## src/rtl/zag_pkg.sv

```systemverilog
package zag_pkg;
    localparam int MODE_W = 5;

    // bit 4 pw_en, bit 3 auth_req, bit 2 wlock, bit 1 prog_only, bit 0 no_mod
    typedef struct packed {
        logic pw_en;
        logic auth_req;
        logic wlock;
        logic prog_only;
        logic no_mod;
    } zone_mode_t;
endpackage

```

## src/rtl/zag_zone_sel.sv

```systemverilog
module zag_zone_sel #(
    parameter int NUM_ZONES = 16,
    parameter int SET_W     = 3,
    parameter int ZONE_W    = 4
) (
    input  logic [ZONE_W-1:0]                      zone,
    input  logic [NUM_ZONES*zag_pkg::MODE_W-1:0]   mode_flat,
    input  logic [NUM_ZONES*SET_W-1:0]             set_flat,
    output zag_pkg::zone_mode_t                    mode,
    output logic [SET_W-1:0]                       set
);
    zag_pkg::zone_mode_t modes [NUM_ZONES];
    logic [SET_W-1:0]    sets  [NUM_ZONES];

    for (genvar z = 0; z < NUM_ZONES; z++) begin : g_unpack
        assign modes[z] = mode_flat[z*zag_pkg::MODE_W +: zag_pkg::MODE_W];
        assign sets[z]  = set_flat[z*SET_W +: SET_W];
    end

    assign mode = modes[zone];
    assign set  = sets[zone];
endmodule

```

## src/rtl/zag_session.sv

```systemverilog
module zag_session #(
    parameter int NUM_SETS  = 8,
    parameter int MAX_TRIES = 4,
    parameter int SET_W     = $clog2(NUM_SETS),
    parameter int TRY_W     = $clog2(MAX_TRIES + 1)
) (
    input  logic             clk,
    input  logic             rst_n,
    input  logic             pw_valid,
    input  logic [SET_W-1:0] pw_set,
    input  logic             pw_write,
    input  logic             pw_ok,
    input  logic             auth_ok,
    input  logic             auth_fail,
    output logic             sess_valid,
    output logic             sess_write,
    output logic [SET_W-1:0] sess_set,
    output logic             authed,
    output logic [TRY_W-1:0] tries,
    output logic             locked_out
);
    localparam logic [TRY_W-1:0] TRY_MAX = TRY_W'(MAX_TRIES);

    typedef struct packed {
        logic             valid;
        logic             wr;
        logic [SET_W-1:0] set;
        logic             authed;
        logic [TRY_W-1:0] tries;
    } sess_t;

    sess_t sess_d, sess_q;
    logic  at_limit;

    assign at_limit = (sess_q.tries == TRY_MAX);

    always_comb begin
        sess_d = sess_q;
        if (pw_valid && !at_limit) begin
            if (pw_ok) begin
                sess_d.valid = 1'b1;
                sess_d.wr    = pw_write;
                sess_d.set   = pw_set;
                sess_d.tries = '0;
            end else begin
                sess_d.valid = 1'b0;
                sess_d.tries = sess_q.tries + 1'b1;
            end
        end
        if (auth_ok) begin
            sess_d.authed = 1'b1;
        end else if (auth_fail) begin
            sess_d.authed = 1'b0;
        end
    end

    always_ff @(posedge clk or negedge rst_n) begin
        if (!rst_n) begin
            sess_q <= '0;
        end else begin
            sess_q <= sess_d;
        end
    end

    assign sess_valid = sess_q.valid;
    assign sess_write = sess_q.wr;
    assign sess_set   = sess_q.set;
    assign authed     = sess_q.authed;
    assign tries      = sess_q.tries;
    assign locked_out = at_limit;

    p_tries_cap_r5: assert property (@(posedge clk) disable iff (!rst_n)
        tries <= TRY_MAX);
    p_ok_clears_r5: assert property (@(posedge clk) disable iff (!rst_n)
        (pw_valid && pw_ok && !locked_out) |=> (tries == '0 && sess_valid));
    p_bad_drops_r4: assert property (@(posedge clk) disable iff (!rst_n)
        (pw_valid && !pw_ok && !locked_out) |=> !sess_valid);
    p_lockout_holds_r5: assert property (@(posedge clk) disable iff (!rst_n)
        (pw_valid && locked_out && !auth_ok && !auth_fail) |=> $stable(sess_q));
endmodule

```

## src/rtl/zag_write_rules.sv

```systemverilog
module zag_write_rules #(
    parameter int DATA_W = 8,
    parameter int PAGE_W = 3
) (
    input  zag_pkg::zone_mode_t mode,
    input  logic                is_write,
    input  logic                first,
    input  logic                access_ok,
    input  logic [PAGE_W-1:0]   page_idx,
    input  logic [DATA_W-1:0]   lock_byte,
    input  logic [DATA_W-1:0]   old_byte,
    input  logic [DATA_W-1:0]   new_byte,
    output logic                allow,
    output logic [DATA_W-1:0]   data
);
    logic is_lock_byte;
    logic page_open;

    assign is_lock_byte = (page_idx == '0);
    assign page_open    = lock_byte[page_idx];

    always_comb begin
        allow = 1'b0;
        data  = '0;
        if (!is_write) begin
            allow = access_ok;
            data  = access_ok ? old_byte : '0;
        end else if (access_ok && !mode.no_mod) begin
            if (mode.wlock) begin
                if (first && page_open) begin
                    allow = 1'b1;
                    data  = (is_lock_byte || mode.prog_only) ? (old_byte & new_byte) : new_byte;
                end
            end else begin
                allow = 1'b1;
                data  = mode.prog_only ? (old_byte & new_byte) : new_byte;
            end
        end
    end
endmodule

```

## src/rtl/zone_access_guard.sv

```systemverilog
module zone_access_guard #(
    parameter int NUM_ZONES  = 16,
    parameter int ZONE_BYTES = 512,
    parameter int NUM_SETS   = 8,
    parameter int MAX_TRIES  = 4,
    parameter int PAGE_BYTES = 8,
    parameter int DATA_W     = 8,
    parameter int ZONE_W     = $clog2(NUM_ZONES),
    parameter int ADDR_W     = $clog2(ZONE_BYTES),
    parameter int SET_W      = $clog2(NUM_SETS),
    parameter int TRY_W      = $clog2(MAX_TRIES + 1)
) (
    input  logic                                 clk,
    input  logic                                 rst_n,
    input  logic                                 pw_valid,
    input  logic [SET_W-1:0]                     pw_set,
    input  logic                                 pw_write,
    input  logic                                 pw_ok,
    input  logic                                 auth_ok,
    input  logic                                 auth_fail,
    input  logic [NUM_ZONES*zag_pkg::MODE_W-1:0] zone_mode,
    input  logic [NUM_ZONES*SET_W-1:0]           zone_set,
    input  logic                                 req_valid,
    input  logic                                 req_write,
    input  logic                                 req_first,
    input  logic [ZONE_W-1:0]                    req_zone,
    input  logic [ADDR_W-1:0]                    req_addr,
    input  logic [DATA_W-1:0]                    req_lock,
    input  logic [DATA_W-1:0]                    req_old,
    input  logic [DATA_W-1:0]                    req_wdata,
    output logic                                 resp_valid,
    output logic                                 resp_grant,
    output logic                                 resp_deny,
    output logic [DATA_W-1:0]                    resp_data,
    output logic [TRY_W-1:0]                     tries,
    output logic                                 locked_out
);
    localparam int PAGE_W = $clog2(PAGE_BYTES);

    typedef struct packed {
        logic              valid;
        logic              grant;
        logic [DATA_W-1:0] data;
    } resp_t;

    zag_pkg::zone_mode_t sel_mode;
    logic [SET_W-1:0]    sel_set;
    logic                sess_valid, sess_write, authed;
    logic [SET_W-1:0]    sess_set;
    logic                set_match, rd_ok, wr_ok, auth_cond, access_ok;
    logic                rule_allow;
    logic [DATA_W-1:0]   rule_data;
    logic                unused_addr_hi;
    resp_t               resp_d, resp_q;

    assign unused_addr_hi = ^req_addr[ADDR_W-1:PAGE_W];

    zag_zone_sel #(
        .NUM_ZONES (NUM_ZONES),
        .SET_W     (SET_W),
        .ZONE_W    (ZONE_W)
    ) u_sel (
        .zone      (req_zone),
        .mode_flat (zone_mode),
        .set_flat  (zone_set),
        .mode      (sel_mode),
        .set       (sel_set)
    );

    zag_session #(
        .NUM_SETS  (NUM_SETS),
        .MAX_TRIES (MAX_TRIES),
        .SET_W     (SET_W),
        .TRY_W     (TRY_W)
    ) u_sess (
        .clk        (clk),
        .rst_n      (rst_n),
        .pw_valid   (pw_valid),
        .pw_set     (pw_set),
        .pw_write   (pw_write),
        .pw_ok      (pw_ok),
        .auth_ok    (auth_ok),
        .auth_fail  (auth_fail),
        .sess_valid (sess_valid),
        .sess_write (sess_write),
        .sess_set   (sess_set),
        .authed     (authed),
        .tries      (tries),
        .locked_out (locked_out)
    );

    assign set_match = sess_valid && (sess_set == sel_set);
    assign rd_ok     = !sel_mode.pw_en || set_match;
    assign wr_ok     = !sel_mode.pw_en || (set_match && sess_write);
    assign auth_cond = !sel_mode.auth_req || authed;
    assign access_ok = (req_write ? wr_ok : rd_ok) && auth_cond;

    zag_write_rules #(
        .DATA_W (DATA_W),
        .PAGE_W (PAGE_W)
    ) u_rules (
        .mode      (sel_mode),
        .is_write  (req_write),
        .first     (req_first),
        .access_ok (access_ok),
        .page_idx  (req_addr[PAGE_W-1:0]),
        .lock_byte (req_lock),
        .old_byte  (req_old),
        .new_byte  (req_wdata),
        .allow     (rule_allow),
        .data      (rule_data)
    );

    always_comb begin
        resp_d       = '0;
        resp_d.valid = req_valid;
        if (req_valid && rule_allow) begin
            resp_d.grant = 1'b1;
            resp_d.data  = rule_data;
        end
    end

    always_ff @(posedge clk or negedge rst_n) begin
        if (!rst_n) begin
            resp_q <= '0;
        end else begin
            resp_q <= resp_d;
        end
    end

    assign resp_valid = resp_q.valid;
    assign resp_grant = resp_q.grant;
    assign resp_deny  = resp_q.valid && !resp_q.grant;
    assign resp_data  = resp_q.data;

    p_resp_follows_req_r11: assert property (@(posedge clk) disable iff (!rst_n)
        req_valid |=> resp_valid);
    p_verdict_onehot_r11: assert property (@(posedge clk) disable iff (!rst_n)
        resp_valid |-> $onehot({resp_grant, resp_deny}));
    p_denied_zero_r11: assert property (@(posedge clk) disable iff (!rst_n)
        (resp_valid && !resp_grant) |-> (resp_data == '0));
    p_nomod_denies_r7: assert property (@(posedge clk) disable iff (!rst_n)
        (req_valid && req_write && sel_mode.no_mod) |=> !resp_grant);
    p_prog_only_r8: assert property (@(posedge clk) disable iff (!rst_n)
        (req_valid && req_write && sel_mode.prog_only) |=> ((resp_data & ~$past(req_old)) == '0));
    p_trailing_r10: assert property (@(posedge clk) disable iff (!rst_n)
        (req_valid && req_write && sel_mode.wlock && !req_first) |=> !resp_grant);
endmodule

```

## config.mk

```make
export PLATFORM = sky130hd
export DESIGN_NAME = zone_access_guard
export DESIGN_NICKNAME = d
export VERILOG_FILES = /design/src/rtl/zag_pkg.sv /design/src/rtl/zag_zone_sel.sv /design/src/rtl/zag_session.sv /design/src/rtl/zag_write_rules.sv /design/src/rtl/zone_access_guard.sv
export SDC_FILE = /design/constraint.sdc
export NUM_CORES = 1
export LEC_CHECK = 0
export ABC_CLOCK_PERIOD_IN_PS = 4600
export BUFFER_PORTS_ARGS = -buffer_cell sky130_fd_sc_hd__buf_2
export CORE_UTILIZATION = 35
export CTS_CLUSTER_SIZE = 20
export DETAILED_ROUTE_END_ITERATION = 16
export PLACE_DENSITY = 0.74
export SLEW_MARGIN = 20
export SYNTH_ARGS = -nofsm -noshare
export SYNTH_HDL_FRONTEND = slang
export SYNTH_SLANG_ARGS = --single-unit
```

## constraint.sdc

```tcl
create_clock -name clk -period 4.6 [get_ports clk]
set_input_delay 0.92 -clock clk [delete_from_list [all_inputs] [get_ports clk]]
set_output_delay 0.92 -clock clk [all_outputs]
set_load 0.005 [all_outputs]
```

==> metrics.txt, run 1 <==
status=completed; Int Pwr=0.4555 mW; top cell type's share of synthesized area=29.94%; Unique masters post-synth=33; Post-Syn Instances=163; final instance area=0.003029 sq mm; Max Cap Viol=0; H-Tree Depth=1; main area contributors after synthesis=mux4_2, dfrtp_1, mux4_1, mux2i_1, a221oi_1; Crit Path Max Fanout=19; Slowest cell on crit path=mux4_1; delay-heaviest family, CP=multiplexers; period utilization=71.80%; GRT Util Overall=20.33%; DIE HEIGHT=78.17 um; synth-to-layout area growth=49.17%; Switch Pwr=0.2121 mW; gpl congestion=approximately 0.77; Slew Viols, Final=0; Least-Margin Pin Slew=just over 0.8 ns; Yosys top cell by area=mux4_2; routed vias/inst=5.295; initial core utilization=36.65%; Clock Skew=approximately 0.0011 ns; CTS Root Cell=clkbuf_8; post-CTS setup buffer count=0; P_leak=approximately 1.5 nW; register area share after synthesis=23.41%; Cell Area, Synth=about 0.0020 sq mm; CP required=4.75 ns; die area=between 0.006 and 0.007 sq mm; TritonRoute pass-1 iters=4; async set-reset flop share out of synthesis=100.0%; FF+latch count, synth=19; VDD IR max=0.0001484 V; number of synthesized flops with an enable pin=0; CTS buffer count=3; Worst-Skew Late Latency=around 0.25 ns; Max Root-Sink Buffers=2; cell with the most instances after synthesis=mux4_2; CP bufs+invs=2; fillers=about 520; CORE AREA=0.005540 sq mm; io pins=193; Mean Syn Cell Area=12.46 sq um; port bufs=roughly 190; Reg2Reg Setup Slack=~2.9 ns; clock transition at the registers of the reported paths=0.06 ns; antenna violations before repair=0; relative slew slack=43.83%; crit path cell chain=buf_2 -> buf_4 -> mux4_1 -> mux4_2 -> nand2b_1 -> nand3_1 -> a221oi_1; antenna diode count=0; First DRT Iteration DRCs=34; Clk pwr share=16.8%; Min Hold Slack=slightly above 0.5 ns; CP arrival=between 3 and 4 ns; RSZ-0062 raised after global routing=false; Area after DPL=~0.003 sq mm; vias in the first global route=about 2.2k; Flop pwr share=35.0%; Crit Path Class=in -> reg; Layout Utilization=a little over half; TritonCTS clock tree=built; hpwl dp=5.452 mm; grt total ovfl=0; Synth Warn #=0; Final setup viols=0; combinational power share=48.3%; first-pass GRT wire length=9.749 mm; M3 GR Usage=2.442%; switch share=31.77%; Global Route met2 Usage=a little under two fifths; Fmax=302.8 MHz; sum of negative setup slack=0 ns; # hold bufs at CTS=0; HP Class=reg -> reg; synthesized net count=343; vias=2192; Final Hold Viols=0; type of origin of the critical path=input pin; crit end category=register; Routed Antenna Nets=0; CTS Sinks=19; Synth top cells by count=mux4_2, dfrtp_1, o21ai_0; Crit path largest cell delay=0.61 ns; Die X=about 78 um; wire length per cell=about 15 um; share of cells above drive strength 1=65.79%; FP Rows=27; PwrDens=220.4 mW/mm^2; met1 Use GR=24.20%; WL final=around 6.4 mm; largest net degree at the start of global routing=26; fin nets=523; minimum clock period=3.303 ns; Main synth FF type=dfrtp_1; drt drc=0; most crowded layer after global routing=met2; PostCTS Resize Cnt=0
## cells in the final DEF (no fill, tap or decap)
master / instances
and2_1: 3
nand2b_1: 1
o21a_1: 1
and3b_1: 1
a211oi_1: 1
clkbuf_1: 1
nand3b_1: 1
o2111ai_2: 1
a21oi_1: 2
buf_4: 1
o21ai_0: 15
a21boi_0: 1
nor2b_1: 6
xnor2_1: 2
a2111oi_0: 1
dfrtp_1: 19
mux2_2: 6
a221oi_1: 10
a22oi_1: 5
nor2_1: 4
nand2_1: 11
nor4_4: 1
clkbuf_8: 3
nand3_1: 3
a21o_1: 1
ha_1: 2
inv_1: 7
mux4_2: 27
nand4_1: 1
buf_2: 186
mux4_1: 7
mux2i_1: 11
## kinds of logic after synthesis
family	Yosys count	synth area share [%]
fa+ha+maj	2	1.232
flops	19	23.41
simple gates	32	8.750
compound gates	38	13.00
buf+inv	19	4.991
xor+xnor	2	0.8628
mux	51	47.75
## state kept, by name (all words and copies together), names as in the netlist
name	cells
u_sess.sess_set	3
resp_valid	1
u_sess.sess_write	1
u_sess.authed	1
resp_grant	1
u_sess.tries	3
u_sess.sess_valid	1
resp_data	8
## power by group through the flow
stage	sequential, mW	clock [mW]	combinational, mW
after floorplan	0.233	0	0.197
after global placement	0.234	0	0.315
after detailed placement	0.237	0	0.326
after CTS	0.234	0.115	0.327
after global routing	0.238	0.124	0.358
final	0.233	0.112	0.322
## stage by stage
stage               total power [mW]  setup slack, ns  std cells
floorplan                     0.4302            1.570        163
global placement              0.5496            1.014        410
detailed placement            0.5626           0.9750        410
CTS                           0.6751            1.243        414
global route                  0.7206           0.9985        414
finish                        0.6676            1.297        414
## final cells by class
type | count | area, sq um | area share [%]
inverter | 7 | 26.28 | 0.8674
tap | 72 | 90.09 | 2.974
sequential | 19 | 475.5 | 15.70
timing repair buffer | 187 | 938.4 | 30.98
multi-input combinational | 125 | 1454 | 48.00
clock buffer | 4 | 45.04 | 1.487
## final timing paths
kind / startpoint / end / depth (start not counted)
setup / recovery: req_zone[0] / resp_data[5] / 7
hold / removal: u_sess.authed / u_sess.authed / 1
setup reg to reg: u_sess.tries[0] / u_sess.sess_write / 6
hold reg to reg: u_sess.authed / u_sess.authed / 1
max in group asynchronous: rst_n / resp_data[6] / 1
min in group asynchronous: rst_n / u_sess.tries[1] / 1
## per-layer routing
metal	wire length [um]	vias up
met3	397	14
met1	2393	1036
met4	104	0
met5	0	-
li1	-	1034
met2	3456	108
Note: power is estimated with default switching activity, not from simulation.
==> inputs of run 2 (changes only) <==
- ABC_CLOCK_PERIOD_IN_PS: 4600 -> 3070
- clock period: 4.6 -> 3.07 ns (I/O delays scaled with it)
==> run 2 against run 1 <==
Final cell count increased by 0.72%. Routed wire length decreased by 1.5%. Sequential power is 50% higher. Flip-flop and latch count unchanged. Clock skew is 0.0054 ns higher. Register-to-register slack worse by 1.5 ns. Power grew 51%. Setup slack worse by 0.94 ns. Clock power grew 54%.
==> metrics.txt, run 2 (same netlist as run 1, synthesis figures left out) <==
share of cells above drive strength 1=66.09% (was 65.79%); PostCTS Resize Cnt=0 (unchanged); CTS Root Cell=clkbuf_8 (unchanged); Final setup viols=0 (unchanged); synth-to-layout area growth=50.89% (was 49.17%); DIE HEIGHT=78.17 um (unchanged); CP required=3.22 ns (was 4.75 ns); Crit path largest cell delay=0.52 ns (was 0.61 ns); relative slew slack=46.54% (was 43.83%); commonest non-fill, non-tap cell in the layout=buf_2 (unchanged); First DRT Iteration DRCs=43 (was 34); Max Cap Viol=0 (unchanged); CTS buffer count=3 (unchanged); Fmax=368.4 MHz; wire length per cell=15.00 um (was 15.34 um); Storage cell area=475.5 sq um (unchanged); final std cells w/o fill=417 (was 414); fin nets=526 (was 523); die area=0.006111 sq mm (unchanged); Reg2Reg Setup Slack=1.37 ns (was 2.89 ns); routed vias/inst=5.158 (was 5.295); Slew Viols, Final=0 (unchanged); CTS Sinks=19 (unchanged); port bufs=186 (unchanged); VDD IR max=0.0002536 V (was 0.0001484 V); Power Total=1.006 mW (was 0.6676 mW); FP Rows=27 (unchanged); FF-to-FF Start=u_sess.tries[0] (unchanged); clock transition at the registers of the reported paths=0.07 ns (was 0.06 ns); drt drc=0 (unchanged); grt total ovfl=0 (unchanged); post-CTS setup buffer count=0 (unchanged); Largest register FFs=8 (unchanged); H-Tree Depth=1 (unchanged); most frequent cells in the layout=buf_2, mux4_2, dfrtp_1, o21ai_0 (unchanged); Clock Skew=0.006503 ns (was 0.001086 ns); Worst-Skew Late Latency=0.26 ns (was 0.25 ns); WL final=6.257 mm (was 6.351 mm); P_leak=1.531 nW (was 1.512 nW); RSZ-0062 raised after global routing=false (unchanged); Post-Place Cells=413 (was 410); gpl congestion=0.8021 (was 0.7709); sum of negative setup slack=0 ns (unchanged); io pins=193 (unchanged); most frequent CP cell=a22oi_1; TritonCTS clock tree=built (unchanged); PnR worst setup slack=0.3558 ns (was 1.297 ns); first-pass GRT wire length=9.998 mm (was 9.749 mm); initial core utilization=36.65% (unchanged); vias=2151 (was 2192); Max Root-Sink Buffers=2 (unchanged); period utilization=88.41%; Crit Path Class=in -> reg (unchanged); dpl ws=0.09839 ns (was 0.9750 ns); vias in the first global route=2170 (was 2150); antenna diode count=0 (unchanged); Least-Margin Pin Slew=0.7817 ns (was 0.8213 ns); crit path cell chain=buf_2 -> buf_4 -> mux4_2 -> a22oi_1 -> a22oi_1 -> nor4_4 -> nand2_1 -> a221oi_1 (was buf_2 -> buf_4 -> mux4_1 -> mux4_2 -> nand2b_1 -> nand3_1 -> a221oi_1); CP arrival=2.86 ns (was 3.45 ns); HP Class=in -> async (was reg -> reg); PwrDens=328.3 mW/mm^2 (was 220.4 mW/mm^2); Slowest cell on crit path=nor4_4 (was mux4_1); minimum clock period=2.714 ns; # hold bufs at CTS=0 (unchanged); Routed Antenna Nets=0 (unchanged); multi-input combinational cell area=0.001454 sq mm (unchanged); Die X=78.17 um (unchanged); worst-case reg-to-reg path depth=6 (unchanged); Final Hold Viols=0 (unchanged); GRT Util Overall=20.80% (was 20.33%); fillers=521 (was 522); CORE AREA=0.005540 sq mm (unchanged); antenna violations before repair=0 (unchanged); type of origin of the critical path=input pin (unchanged); Crit Path Max Fanout=8 (was 19); status=completed (unchanged); crit end category=register (unchanged); hpwl dp=5.422 mm (was 5.452 mm); reg-to-reg critical path endpoint=u_sess.sess_set[2] (was u_sess.sess_write); largest net degree at the start of global routing=26 (unchanged); TritonRoute pass-1 iters=4 (unchanged)
run 2: how the worst max path moves through the flow:
stage          depth (start not counted)      endpoint  slack (ns)        start
5_1_grt                                8  resp_data[5]        0.14  req_zone[0]
4_1_cts                                8  resp_data[4]        0.35  req_zone[0]
2_1_floorplan                          8  resp_data[0]        0.35  req_zone[2]
3_3_place_gp                           8  resp_data[6]        0.13  req_zone[0]
3_5_place_dp                           8  resp_data[6]         0.1  req_zone[0]
6_report                               8  resp_data[6]        0.36  req_zone[0]
run 2: metrics by stage:
| stage | util (%) | cell area (sq um) | hold WS, ns |
|---|---|---|---|
| 6_report | 55.31 | 3064 | 0.2798 |
| 5_1_grt | 55.31 | 3064 | 0.3095 |
| 4_1_cts | 55.31 | 3064 | 0.2933 |
| 3_5_place_dp | 54.49 | 3019 | 0.4890 |
| 3_3_place_gp | 54.49 | 3019 | 0.4898 |
| 2_1_floorplan | - | 2031 | 0.3184 |
run 2: area by class of cell:
| class | instances | area share (%) |
|---|---|---|
| well taps | 72 | 2.940 |
| inverters | 7 | 0.8575 |
| flip-flops and latches | 19 | 15.52 |
| multi-input cells | 125 | 47.45 |
| clock buffers | 4 | 1.470 |
| repair buffers | 190 | 31.77 |
run 2: report_power, final:
group	switching [mW]	internal [mW]	leakage, nW
clock network	0.0799	0.0923	0.0228
registers	0.0383	0.311	0.241
logic	0.201	0.284	1.27
run 2: worst max-delay path, delay by kind of cell:
family | cells | cell delay, ns
compound gates | 3 | 0.67
simple gates | 2 | 0.62
mux | 1 | 0.50
buf+inv | 2 | 0.44
run 2: metal layers:
| layer | up-vias | GRT usage, % | part of all wire [%] |
|---|---|---|---|
| met3 | 17 | 3.023 | 7.7 |
| met1 | 976 | 24.70 | 37 |
| met2 | 117 | 37.19 | 52 |
| met4 | 0 | 9.074 | 2.8 |
| met5 | - | 0 | 0 |
| li1 | 1041 | - | - |
==> inputs of run 3 (changes only) <==
- BUFFER_PORTS_ARGS: -buffer_cell sky130_fd_sc_hd__buf_2 -> not set
- DONT_BUFFER_PORTS: not set -> 1
- PLACE_DENSITY: 0.74 -> 0.46
==> run 3 against run 2 <==
Register-to-register slack lost 0.09 ns. Sequential share of layout area grew 7.2 points. Via count shrank 29%. Maximum frequency grew 13%. Core utilization shrank 18 points. Combinational power shrank 35%. Sequential power grew 2%. Critical path depth shrank 3. Clock skew shrank 0.0056 ns. First-iteration DRC count shrank 2.3%. Setup slack gained 0.30 ns.
==> metrics.txt, run 3 (same netlist as run 1, synthesis figures left out) <==
initial core utilization=36.65% (unchanged); synth-to-layout area growth=2.958% (was 50.89%); Worst-Skew Late Latency=0.25 ns (was 0.26 ns); Max Cap Viol=0 (unchanged); relative slew slack=49.05% (was 46.54%); type of origin of the critical path=input pin (unchanged); wire length per cell=26.67 um (was 15.00 um); CORE AREA=0.005540 sq mm (unchanged); Layout Utilization=37.74% (was 55.31%); share of cells above drive strength 1=24.52% (was 66.09%); HP Class=in -> async (unchanged); Largest register FFs=8 (unchanged); most frequent cells in the layout=mux4_2, dfrtp_1, o21ai_0, mux2i_1, nand2_1 (was buf_2, mux4_2, dfrtp_1, o21ai_0); sum of negative setup slack=0 ns (unchanged); minimum clock period=2.409 ns (was 2.714 ns); Clock Skew=0.0009066 ns (was 0.006503 ns); fin nets=336 (was 526); clock transition at the registers of the reported paths=0.07 ns (about the same); Crit Path Max Fanout=32 (was 8); TritonRoute pass-1 iters=4 (unchanged); gpl congestion=0.7481 (was 0.8021); die area=0.006111 sq mm (unchanged); WL final=6.055 mm (was 6.257 mm); First DRT Iteration DRCs=42 (was 43); PostCTS Resize Cnt=0 (unchanged); Least-Margin Pin Slew=0.7449 ns (was 0.7817 ns); post-CTS setup buffer count=0 (unchanged); Die X=78.17 um (unchanged); first-pass GRT wire length=9.128 mm (was 9.998 mm); routed vias/inst=6.718 (was 5.158); CTS Root Cell=clkbuf_8 (unchanged); largest net degree at the start of global routing=33 (was 26); Min Hold Slack=0.04791 ns (was 0.2798 ns); TritonCTS clock tree=built (unchanged); CTS Sinks=19 (unchanged); Final Hold Viols=0 (unchanged); Final setup viols=0 (unchanged); Max Root-Sink Buffers=2 (unchanged); PwrDens=403.7 mW/mm^2 (was 328.3 mW/mm^2); antenna violations before repair=0 (unchanged); period utilization=78.48% (was 88.41%); DIE HEIGHT=78.17 um (unchanged); VDD IR max=0.0001697 V (was 0.0002536 V); port bufs=0 (was 186); antenna diode count=0 (unchanged); grt total ovfl=0 (unchanged); # hold bufs at CTS=0 (unchanged); Slew Viols, Final=0 (unchanged); vias in the first global route=1712 (was 2170); drt drc=0 (unchanged); Routed Antenna Nets=0 (unchanged); hpwl dp=5.210 mm (was 5.422 mm); FP Rows=27 (unchanged); io pins=193 (unchanged); crit end category=register (unchanged); CP required=3.21 ns (was 3.22 ns); CP arrival=2.55 ns (was 2.86 ns); status=completed (unchanged); RSZ-0062 raised after global routing=false (unchanged); commonest non-fill, non-tap cell in the layout=mux4_2 (was buf_2); P_leak=0.7611 nW (was 1.531 nW); Crit Path Class=in -> reg (unchanged); CTS buffer count=3 (unchanged); vias=1525 (was 2151); GRT Util Overall=19.86% (was 20.80%); Fmax=415.0 MHz (was 368.4 MHz); H-Tree Depth=1 (unchanged)
## run 3: power by group
group	switching, mW	internal (mW)	total (mW)
Sequential	0.0464	0.311	0.357
Clock	0.0809	0.0922	0.173
Combinational	0.131	0.183	0.314
Total	0.258	0.586	0.844
## run 3: metrics by stage
stage               cell area [sq um]  power, mW  cells  worst slack [ns]
CTS                              2091     0.8557    227            0.6530
floorplan                        2031     0.6446    163            0.3461
detailed placement               2046     0.6810    223            0.3818
global route                     2091     0.9036    227            0.5506
finish                           2091     0.8440    227            0.6606
global placement                 2046     0.6640    223            0.4662
## run 3: area by class of cell
class	count	area, sq um
tap	72	90.09
multi-input combinational	125	1454
sequential	19	475.5
inverter	7	26.28
fill	547	3450
clock buffer	4	45.04
## run 3: metal layers
layer / GRT usage, % / share of wire [%] / wire, um
met1: 21.30 / 33 / 2015
met2: 35.79 / 53 / 3224
met3: 6.395 / 11 / 673
met4: 8.148 / 2.3 / 142
met5: 0 / 0 / 0
## run 3: final timing paths
path,startpoint,end,slack [ns],cells after the start
setup / recovery,req_zone[0],resp_data[3],0.66,5
hold / removal,rst_n,u_sess.tries[2],0.05,0
setup reg to reg,u_sess.tries[0],u_sess.sess_set[0],1.28,6
hold reg to reg,u_sess.authed,u_sess.authed,0.48,1
max in group asynchronous,rst_n,resp_data[4],2.95,0
min in group clk,req_valid,resp_valid,0.38,0
## run 3: critical path: stages
cell	delay [ns]
mux4_1	0.51
mux4_2	0.53
nor4_4	0.50
nand2_1	0.10
a221oi_1	0.28
